[src/rtl/mbus_arb_pkg.sv]
// Package: shared constants for the multi-master bus arbiter.
// Assumes a two-bit transfer-type encoding with IDLE = 2'b00.
package mbus_arb_pkg;
    localparam int TRANS_W = 2;
    localparam int SIZE_W  = 3;
    localparam logic [TRANS_W-1:0] TRANS_IDLE   = 2'b00;
    localparam logic [TRANS_W-1:0] TRANS_NONSEQ = 2'b10;
endpackage

[src/rtl/mbus_arb_pick.sv]
// Fixed-priority picker: among slots 1..N-1 the lowest requesting index
// wins; slot 0 (dummy master) is picked only when no real slot requests.
// Assumes N >= 2. Output is always one-hot.
module mbus_arb_pick #(
    parameter int N = 4
) (
    input  logic [N-1:0] req_i,
    output logic [N-1:0] pick_o
);
    // Walk slots upward; first requester found takes the pick.
    always_comb begin
        logic found;
        found  = 1'b0;
        pick_o = '0;
        for (int i = 1; i < N; i++) begin
            if (req_i[i] && !found) begin
                pick_o[i] = 1'b1;
                found     = 1'b1;
            end
        end
        pick_o[0] = !found;
    end
endmodule

[src/rtl/mbus_arb_state.sv]
// Grant state: address-phase grant and data-phase owner, both one-hot.
// Both advance only on edges where ready is high; the data owner takes
// the address grant it replaces. Synchronous active-low reset to slot 0.
module mbus_arb_state #(
    parameter int N = 4
) (
    input  logic         clk,
    input  logic         rst_n,
    input  logic         ready_i,
    input  logic [N-1:0] pick_i,
    output logic [N-1:0] agrant_o,
    output logic [N-1:0] dgrant_o
);
    localparam logic [N-1:0] PARK = {{(N-1){1'b0}}, 1'b1};

    // Advance both phase owners when the current transfer completes.
    always_ff @(posedge clk) begin
        if (!rst_n) begin
            agrant_o <= PARK;
            dgrant_o <= PARK;
        end else if (ready_i) begin
            agrant_o <= pick_i;
            dgrant_o <= agrant_o;
        end
    end
endmodule

[src/rtl/mbus_arb_mux.sv]
// One-hot AND-OR multiplexer over N lanes of W bits each.
// Assumes sel_i is one-hot or zero; zero select gives zero output.
module mbus_arb_mux #(
    parameter int N = 4,
    parameter int W = 8
) (
    input  logic [N-1:0]   sel_i,
    input  logic [N*W-1:0] din_i,
    output logic [W-1:0]   dout_o
);
    // OR together every lane whose select bit is set.
    always_comb begin
        dout_o = '0;
        for (int i = 0; i < N; i++) begin
            if (sel_i[i]) dout_o = dout_o | din_i[i*W +: W];
        end
    end
endmodule

[src/rtl/mbus_arbiter.sv]
// Top level: multi-master bus arbiter with slot 0 as a parked dummy
// master driving IDLE. Address/control are steered by the registered
// grant; write data by the grant delayed one completed transfer.
// Assumes N >= 2; slot 0 inputs and req_i[0] are never used.
module mbus_arbiter
    import mbus_arb_pkg::*;
#(
    parameter int N      = 4,
    parameter int ADDR_W = 32,
    parameter int DATA_W = 32
) (
    input  logic                clk,
    input  logic                rst_n,
    input  logic [N-1:0]        req_i,
    input  logic                ready_i,
    input  logic [N*ADDR_W-1:0] m_addr_i,
    input  logic [2*N-1:0]      m_trans_i,
    input  logic [N-1:0]        m_write_i,
    input  logic [3*N-1:0]      m_size_i,
    input  logic [N*DATA_W-1:0] m_wdata_i,
    output logic [N-1:0]        grant_o,
    output logic [ADDR_W-1:0]   addr_o,
    output logic [1:0]          trans_o,
    output logic                write_o,
    output logic [2:0]          size_o,
    output logic [DATA_W-1:0]   wdata_o
);
    localparam int CTL_W = ADDR_W + TRANS_W + 1 + SIZE_W;

    logic [N-1:0]        req_real;
    logic [N-1:0]        pick;
    logic [N-1:0]        dgrant;
    logic [N*CTL_W-1:0]  ctl_lanes;
    logic [N*DATA_W-1:0] wd_lanes;
    logic [CTL_W-1:0]    ctl_bus;
    logic                unused_slot0;

    // Slot 0 inputs are deliberately dropped.
    assign unused_slot0 = ^{req_i[0], m_addr_i[ADDR_W-1:0], m_trans_i[1:0],
                            m_write_i[0], m_size_i[2:0], m_wdata_i[DATA_W-1:0]};
    assign req_real = {req_i[N-1:1], 1'b0};

    // Build mux lanes: slot 0 is a constant IDLE master, others pass through.
    for (genvar i = 0; i < N; i++) begin : g_lane
        if (i == 0) begin : g_dummy
            assign ctl_lanes[0 +: CTL_W]  = {{ADDR_W{1'b0}}, TRANS_IDLE, 1'b0, {SIZE_W{1'b0}}};
            assign wd_lanes[0 +: DATA_W]  = '0;
        end else begin : g_real
            assign ctl_lanes[i*CTL_W +: CTL_W] = {m_addr_i[i*ADDR_W +: ADDR_W],
                                                  m_trans_i[i*2 +: 2],
                                                  m_write_i[i],
                                                  m_size_i[i*3 +: 3]};
            assign wd_lanes[i*DATA_W +: DATA_W] = m_wdata_i[i*DATA_W +: DATA_W];
        end
    end

    mbus_arb_pick #(.N(N)) u_pick (
        .req_i  (req_real),
        .pick_o (pick)
    );

    mbus_arb_state #(.N(N)) u_state (
        .clk      (clk),
        .rst_n    (rst_n),
        .ready_i  (ready_i),
        .pick_i   (pick),
        .agrant_o (grant_o),
        .dgrant_o (dgrant)
    );

    mbus_arb_mux #(.N(N), .W(CTL_W)) u_ctl_mux (
        .sel_i  (grant_o),
        .din_i  (ctl_lanes),
        .dout_o (ctl_bus)
    );

    mbus_arb_mux #(.N(N), .W(DATA_W)) u_wd_mux (
        .sel_i  (dgrant),
        .din_i  (wd_lanes),
        .dout_o (wdata_o)
    );

    // Unpack the steered control lane onto the bus outputs.
    assign {addr_o, trans_o, write_o, size_o} = ctl_bus;
endmodule

[config.mk]
export PLATFORM = sky130hd
export DESIGN_NAME = mbus_arbiter
export DESIGN_NICKNAME = d
export VERILOG_FILES = /design/src/rtl/mbus_arb_pkg.sv /design/src/rtl/mbus_arb_pick.sv /design/src/rtl/mbus_arb_state.sv /design/src/rtl/mbus_arb_mux.sv /design/src/rtl/mbus_arbiter.sv
export SDC_FILE = /design/constraint.sdc
export NUM_CORES = 1
export LEC_CHECK = 0
export ABC_AREA = 1
export BUFFER_PORTS_ARGS = -buffer_cell sky130_fd_sc_hd__buf_2
export CORE_AREA = 8 8 134 136
export DETAILED_ROUTE_END_ITERATION = 8
export DIE_AREA = 0 0 142 144
export PLACE_DENSITY = 0.45
export SYNTH_ARGS = -nofsm -noshare
export SYNTH_HDL_FRONTEND = slang
export SYNTH_SLANG_ARGS = --single-unit
[constraint.sdc]
create_clock -name clk -period 0.8 [get_ports clk]
set_input_delay 0.08 -clock clk [delete_from_list [all_inputs] [get_ports clk]]
set_output_delay 0.08 -clock clk [all_outputs]
set_load 0.005 [all_outputs]
**Word-level counts from Yosys, hierarchy flattened**

Index checks and enable logic that the tools add are counted.

- Register bits after elaboration: 8
- Output and inout bits: 74
- Logic and storage cells: 22
- Input bits: 287

- Bitwise gates (word level): 4
- Multiplexer cells: 11
- Reductions and logical operators: 5

Operator list:

| cell | number |
|---|---|
| $mux 38 | 3 |
| $mux 32 | 3 |
| $or 38x38->38 | 2 |
| $or 32x32->32 | 2 |
| $mux 1 | 5 |
| $logic_not 1->1 | 3 |
| $logic_and 1x1->1 | 2 |

**Depth between registers and ports, before layout**

Gate-level depths: netlist (run 1).

- Depth after elaboration: 8
- Mapped depth: 4
- Mapped depth without buffers: 4

**Cells and area by module**

From an unflattened synthesis (run 1), not the netlist that was laid out.

- Cell total of the unflattened synthesis: 714
- Area, all modules: 2961.6 um^2

By module, submodules not included:

| module | cells each | times used | area an instance (um^2) | sequential area each (um^2) |
|---|---|---|---|---|
| mbus_arb_mux at u_ctl_mux | 358 | 1 | 1408.9 | 0.0 |
| mbus_arb_mux at u_wd_mux | 300 | 1 | 1197.4 | 0.0 |
| mbus_arb_state | 47 | 1 | 317.8 | 160.2 |
| mbus_arb_pick | 8 | 1 | 33.8 | 0.0 |
| mbus_arbiter | 1 | 1 | 3.8 | 0.0 |

**Worst setup path before layout (run 1)**

OpenSTA, ideal clock, no wires.

- Path type: flip-flop to flip-flop
- Start point: register, netlist name u_state.agrant_o[3]
- End point: register u_state.agrant_o[3]
- Slack: 0.000 ns
- Data required time: 0.734 ns
- Library setup time: 0.066 ns
- Period minus slack after synthesis: 0.800 ns
- Cell stages (with the launch flop): 4
- Path buffers: 1
- Arrival time: 0.734 ns
- Cell sequence: dfxtp_1 > buf_2 > nand2_1 > a21oi_2

RTL lines:

| element | RTL line | text |
|---|---|---|
| end signal, assigned | mbus_arb_state.sv:22 | `agrant_o <= pick_i;` |
| end, declared | mbus_arb_state.sv:11 | `output logic [N-1:0] agrant_o,` |

**Worst setup path after layout (run 1)**

- Start point: register u_state.dgrant_o[1]
- End point: output port wdata_o[14]

- Word-level cells in the longest chain between the ends: 5

Ends and longest elaborated chain:

| element | RTL line | text |
|---|---|---|
| start, declared | mbus_arb_state.sv:12 | `output logic [N-1:0] dgrant_o` |
| start signal, assigned | mbus_arb_state.sv:23 | `dgrant_o <= agrant_o;` |
| $mux 32 (*) | mbus_arb_mux.sv:15 | `if (sel_i[i]) dout_o = dout_o \| din_i[i*W +: W];` |
| $or 32x32->32 | mbus_arb_mux.sv:15 |  |
| $mux 32 (*) | mbus_arb_mux.sv:15 |  |
| $or 32x32->32 | mbus_arb_mux.sv:15 |  |
| $mux 32 (*) | mbus_arb_mux.sv:15 |  |
| end, declared | mbus_arbiter.sv:26 | `output logic [DATA_W-1:0] wdata_o` |

Mark *: on every way between the ends. The rest lies on a longest branch, timed or not.

==> impl_metrics.env, run 1 <==
export IMPL_syn_cell_area_mm2=0.00152
export IMPL_timing_final_ws_setup_ns=-0.385
export IMPL_dieHeight_um=144
export IMPL_core_area_mm2=0.0161
export IMPL_peakVddDrop_v=0.000711
export IMPL_synth_seq_area_share_pct=9.24
export IMPL_violations="setup timing"
export IMPL_drv_slew=0
export IMPL_synth_fp_nets=624
export IMPL_setup_violations_final=77
export IMPL_status="finished, violations left"
export IMPL_antenna_cells=0
export IMPL_rsz0062_at_grt="true"
export IMPL_clock_sink_count=7
export IMPL_grt_max_degree=17
export IMPL_cp_num_buf_inv=2
export IMPL_cts_buffers=3
export IMPL_arrival_ns=1.10
export IMPL_maxCapViolCount=0
export IMPL_vias_per_cell=3.93
export IMPL_ant_nets=0
export IMPL_worstSetupEndpointType="output pin"
export IMPL_grt_pass1_vias=3633
export IMPL_io_buffers=289
export IMPL_fin_nets=922
export IMPL_yosysWarnings=0
export IMPL_worstSetupPathType="reg -> out"
export IMPL_skew_ns=0.00293
export IMPL_root_buffer="clkbuf_16"
export IMPL_grt_pass1_wl_um=18300
export IMPL_routed_via_count=3360
export IMPL_hold_violations=0
export IMPL_grt_ovfl_total=0
export IMPL_critical_path_max_fanout=6
export IMPL_ys_ff_latch=7
export IMPL_ctsHoldBuffers=0
export IMPL_relSlewSlack_pct=86.3
export IMPL_crit_path_cell_trace="clkbuf_16 > nand2_2 > nand3_1 > buf_2"
export IMPL_max_freq_mhz=844
export IMPL_avgSynthCellArea_um2=4.50
export IMPL_critical_path_slowest_cell="dfxtp_4"
export IMPL_power_density_mw_per_mm2=756
export IMPL_fillCellCount=1822
export IMPL_top_usage_layer="met2"
export IMPL_clk_pin_slew_worst_paths_ns=0.04
export IMPL_wire_per_inst_um=15.6
export IMPL_drive_gt1_share_pct=68.8
export IMPL_syn_to_final_growth_pct=183
export IMPL_dr_pass1_iters=4
export IMPL_cp_data_required_time_ns=0.72
export IMPL_static_leakage_power_uw=0.00257
export IMPL_dieArea_mm2=0.0204
export IMPL_worstMarginPinSlew_ns=0.206
export IMPL_drc_errors=0
export IMPL_max_stage_delay_ns=0.46
export IMPL_grt_usage_pct=11.4
export IMPL_dr_first_iter_drc_count=58
export IMPL_hold_class="in -> reg"
export IMPL_gp_congestion=0.873
export IMPL_synthCells=337
export IMPL_cts_tree="done"
export IMPL_use_met1_pct=10.8
export IMPL_die_w_um=142
export IMPL_initial_core_util_pct=9.45
export IMPL_clk_path_buf_depth=2
export IMPL_cp_start_kind="flip-flop"
export IMPL_fin_worst_hold_slack_ns=0.127
export IMPL_grtUsageMet3_pct=4.82
export IMPL_hpwl_um=9760
export IMPL_finalCritPeriodShare_pct=148
export IMPL_antenna_found_initial=0
export IMPL_rrSetupSlack_ns=-0.15
export IMPL_num_rows=47
export IMPL_insertion_delay_ns=0.23
export IMPL_path_delay_family="flip-flops"
export IMPL_fin_crit_ns=1.18
export IMPL_synth_cell_type_count=12
export IMPL_tns_ns=-25.00
export IMPL_ctsHtreeMaxLevel=1
export IMPL_pin_count=361
export IMPL_met2_usage_pct=22.5
export IMPL_wl_um=13400
## power by group
group	total (uW)	switching, uW	internal, uW
registers	420	57.7	363
logic	1970	882	1080
clock network	853	190	663
## placed cells by master, fill, tap and decap left out, types with 6 or more instances in the layout
cell type | netlist | layout
buf_6 | 0 | 22
clkbuf_16 | 0 | 6
nand3_2 | 0 | 38
buf_16 | 0 | 7
nand3_1 | 70 | 32
buf_12 | 0 | 6
buf_2 | 24 | 274
nand2_1 | 216 | 150
nand2_4 | 0 | 19
nand2_2 | 0 | 47
dfxtp_4 | 0 | 6
nor2_1 | 9 | 8
## cells in the mapped netlist
library cell	number	area share (%)
inv_2	1	0.25
o21ai_1	1	0.33
buf_2	24	7.9
nor2_4	1	0.74
nor2_1	9	2.2
a21oi_1	2	0.66
a21oi_2	1	0.58
dfxtp_1	7	9.2
nand2_1	216	53
nand3_1	70	23
inv_1	2	0.50
o21ai_0	3	0.99
## routing by layer
metal  routed length, um  part of all wire, %
met4                 117                 0.88
met1                4650                   35
met3                1490                   11
met2                7090                   53
met5                   0                    0
## final timing paths
path | startpoint | end | depth (start not counted)
max | u_state.dgrant_o[1] | wdata_o[14] | 4
max reg2reg | u_state.dgrant_o[1] | u_state.dgrant_o[1] | 4
min reg2reg | u_state.agrant_o[0] | u_state.agrant_o[0] | 2
min | req_i[3] | u_state.agrant_o[0] | 4
## cell families after synthesis
kind of cell / count (synthesis) / synth area share (%)
and+or+nand+nor: 296 / 79.5
DFF: 7 / 9.24
buffers and inverters: 27 / 8.66
AOI/OAI and AO/OA: 7 / 2.56
## metrics by stage
step	util [%]	instance area (um2)	setup WS, ns	cells	power, uW
finish	26.7	4290	-0.385	854	3240
global route	26.7	4290	-0.428	854	3480
CTS	24.2	3880	-0.366	849	3060
detailed placement	20.6	3310	-0.171	837	1900
global placement	20.6	3310	-0.148	837	1900
floorplan	-	1520	0.000382	337	879
## repair_timing
action,in CTS,in global routing
cloned,8,3
setup endpoints to repair,78,79
resized for setup,96,79
buffers inserted,0,2
pin swaps,2,5
## worst register-to-register path, cell delays in order (launching register included)
cell and delay, ns:
dfxtp_4 0.40, buf_6 0.17, buf_4 0.13, o21ai_1 0.10
nor2_1 0.04
## final cells by class
cell class              count  area (um2)  area share (%)
flip-flops and latches      7         163            3.80
multi-input cells         303        1710            39.8
inverters                   3        11.3           0.263
repair buffers            317        2050            47.9
well taps                 220         275            6.42
clock buffers               4        78.8            1.84
## flip-flops by register name, summed over array words and instances, names as in the netlist
signal and count:
u_state.agrant_o 4, u_state.dgrant_o 3
Power figures use the tool's default switching activity.
==> run 2, diff against run 1 <==
Settings changed: CORE_AREA 8 8 134 136 to 8 8 133 135, DIE_AREA 0 0 142 144 to 0 0 141 143, PLACE_DENSITY 0.45 to 0.56, SYNTH_HIERARCHICAL from default to 1.
==> run 2 against run 1 <==
Compared with the run above:
- the flow still finishes with violations (setup timing)
- clock skew hardly changed
- wire length is 17% higher
- worst setup slack worse by 0.051 ns
- register-to-register slack worse by 0.15 ns
- die area is 1.4% lower
- fmax is 4.1% lower
- sequential share of layout area is 0.40 points lower
- final area is 28% higher
- largest cell class is now multi-input gates
==> impl_metrics.env, run 2 <==
export IMPL_cts_buffers=3
export IMPL_root_buffer="clkbuf_16"
export IMPL_fin_worst_hold_slack_ns=0.119
export IMPL_ctsHoldBuffers=0
export IMPL_rsz0062_at_grt="true"
export IMPL_grt_pass1_vias=4373
export IMPL_fin_crit_ns=1.24
export IMPL_yosysMostFrequentCell="nand2_1"
export IMPL_power_density_mw_per_mm2=758
export IMPL_core_area_mm2=0.0156
export IMPL_num_rows=46
export IMPL_synth_compound_area_share_pct=0
export IMPL_max_freq_mhz=809
export IMPL_grt_usage_pct=12.4
export IMPL_async_flop_share_pct=0
export IMPL_dieHeight_um=143
export IMPL_antenna_found_initial=3
export IMPL_die_w_um=141
export IMPL_initial_core_util_pct=19.0
export IMPL_setup_violations_final=78
export IMPL_maxCapViolCount=0
export IMPL_swShare_pct=40.8
export IMPL_dr_pass1_iters=4
export IMPL_max_stage_delay_ns=0.41
export IMPL_yosysWarnings=6
export IMPL_worstSetupEndpointType="output pin"
export IMPL_dieArea_mm2=0.0202
export IMPL_synth_seq_area_share_pct=5.41
export IMPL_fin_nets=1364
export IMPL_crit_path_cell_trace="clkbuf_16 > nand2_1 > nand2_1 > inv_1 > nand2_1 > buf_2"
export IMPL_io_buffers=289
export IMPL_clk_path_buf_depth=2
export IMPL_final_common_cell="nand2_1"
export IMPL_seqPwrFrac_pct=11.7
export IMPL_drc_errors=0
export IMPL_routed_via_count=4747
export IMPL_cp_data_required_time_ns=0.72
export IMPL_cp_start_kind="flip-flop"
export IMPL_insertion_delay_ns=0.23
export IMPL_synth_common_cells="507 x nand2_1, 148 x inv_1, 15 x nor2_1"
export IMPL_critical_path_slowest_cell="dfxtp_4"
export IMPL_dp_cells=1270
export IMPL_p_switching_uw=1690
export IMPL_muxShareOfSynthArea_pct=0
export IMPL_clock_sink_count=8
export IMPL_clk_pin_slew_worst_paths_ns=0.04
export IMPL_place_area_mm2=0.00485
export IMPL_static_leakage_power_uw=0.00380
export IMPL_top_regs="u_state/agrant_o (4), u_state/dgrant_o (4)"
export IMPL_cts_tree="done"
export IMPL_synth_fa_ha_area_share_pct=0
export IMPL_syn_to_final_growth_pct=85.3
export IMPL_synthFlopType="dfxtp_1"
export IMPL_path_delay_family="flip-flops"
export IMPL_ant_nets=0
export IMPL_stdcell_area_mm2=0.00549
export IMPL_synth_top_area_share_pct=64.3
export IMPL_wl_um=15600
export IMPL_status="finished, violations left"
export IMPL_final_cell_mix="455 x nand2_1, 285 x buf_2, 141 x inv_1"
export IMPL_synth_top_cell_by_area="nand2_1"
export IMPL_yosys_top_cells_area="nand2_1 64%, inv_1 19%, dfxtp_1 5.4%, buf_6 5.3%, buf_4 2.3%"
export IMPL_hpwl_um=11000
export IMPL_fillCellCount=1833
export IMPL_ctsHtreeMaxLevel=1
export IMPL_critical_path_max_fanout=10
export IMPL_violations="setup timing"
export IMPL_synth_simple_area_share_pct=66.5
export IMPL_pin_count=361
export IMPL_stdcell_count=1294
export IMPL_grt_max_degree=42
export IMPL_finish_utilization_pct=35.2
export IMPL_skew_ns=0.00319
export IMPL_grt_pass1_wl_um=21000
export IMPL_avgSynthCellArea_um2=4.15
export IMPL_cp_common_cell="nand2_1"
export IMPL_finalCritPeriodShare_pct=154
export IMPL_wire_per_inst_um=12.0
export IMPL_worstSetupPathType="reg -> out"
export IMPL_synth_edff_count=0
export IMPL_synth_top_family_by_area="simple AND/OR/NAND/NOR gates"
export IMPL_syn_cell_area_mm2=0.00296
export IMPL_arrival_ns=1.16
export IMPL_p_clk_share_pct=20.0
export IMPL_cp_num_buf_inv=3
export IMPL_drive_gt1_share_pct=36.5
export IMPL_ys_ff_latch=8
export IMPL_timing_final_ws_setup_ns=-0.436
export IMPL_drv_slew=0
export IMPL_synth_xor_area_share_pct=0
export IMPL_grt_ovfl_total=0
export IMPL_p_comb_share_pct=68.3
export IMPL_hold_violations=0
export IMPL_internal_power_uw=2460
export IMPL_gp_congestion=0.944
export IMPL_synthCells=714
export IMPL_dr_first_iter_drc_count=157
export IMPL_peakVddDrop_v=0.000623
export IMPL_vias_per_cell=3.67
export IMPL_hold_class="in -> reg"
export IMPL_synth_cell_type_count=10
-- run 2: changes by cell type after synthesis, moves of 3 or more --
| cell | delta |
|---|---|
| buf_6 | +14 |
| nand2_1 | +291 |
| o21ai_0 | -3 |
| nor2_1 | +6 |
| nand3_1 | -68 |
| buf_4 | +9 |
| buf_2 | -16 |
| inv_1 | +146 |
-- run 2: worst paths after layout --
path                                           from             endpoint  slack, ns  depth (start not counted)
worst max-delay path            u_state/agrant_o[3]           addr_o[11]      -0.44                          6
worst min-delay path                          rst_n  u_state/agrant_o[0]       0.12                          2
worst max register to register  u_state/agrant_o[3]  u_state/dgrant_o[3]      -0.30                          7
worst min register to register  u_state/dgrant_o[0]  u_state/dgrant_o[0]       0.46                          2
-- run 2: layer usage --
| metal | track usage (%) | part of all wire [%] |
|---|---|---|
| met3 | 2.97 | 7.3 |
| met1 | 14.1 | 42 |
| met5 | 0 | 0 |
| met4 | 3.79 | 2.6 |
| met2 | 22.6 | 48 |
-- run 2: layout make-up --
type	instances	area (um2)	share of cell area (%)
clock buffers	3	75.1	1.37
multi-input cells	594	2390	43.6
flip-flops and latches	8	186	3.40
inverters	150	563	10.3
well taps	216	270	4.93
diodes	3	7.51	0.137
repair buffers	320	1990	36.4
-- run 2: per-stage QoR --
stage,power [uW],setup TNS (ns),setup WS (ns)
global placement,2930,-9.78,-0.180
detailed placement,2930,-10.27,-0.199
floorplan,1780,-1.35,-0.0586
finish,4160,-29.74,-0.436
global route,4620,-35.58,-0.516
CTS,3820,-28.04,-0.446
-- run 2: power groups by stage --
stage / combinational [uW] / sequential (uW) / clock, uW
after floorplan: 1310 / 473 / 0
after CTS: 2520 / 458 / 846
after global placement: 2460 / 465 / 0
final: 2840 / 486 / 831
after detailed placement: 2460 / 465 / 0
after global routing: 3250 / 496 / 875
-- run 2: worst reg2reg max path: cells and delay by family (launching register included) --
kind | cells | cell delay (ns)
DFF | 1 | 0.41
buffers and inverters | 4 | 0.44
and+or+nand+nor | 3 | 0.18
-- run 2: what timing repair did --
item	4_1_cts	5_1_grt
gates resized for setup	8	78
pin swaps	1	17
endpoints found under the setup margin	78	78
buffers inserted	2	2
cloned	1	13
-- run 2: kinds of logic after synthesis --
family	after synthesis
DFF	8
other	1
and+or+nand+nor	524
buffers and inverters	181
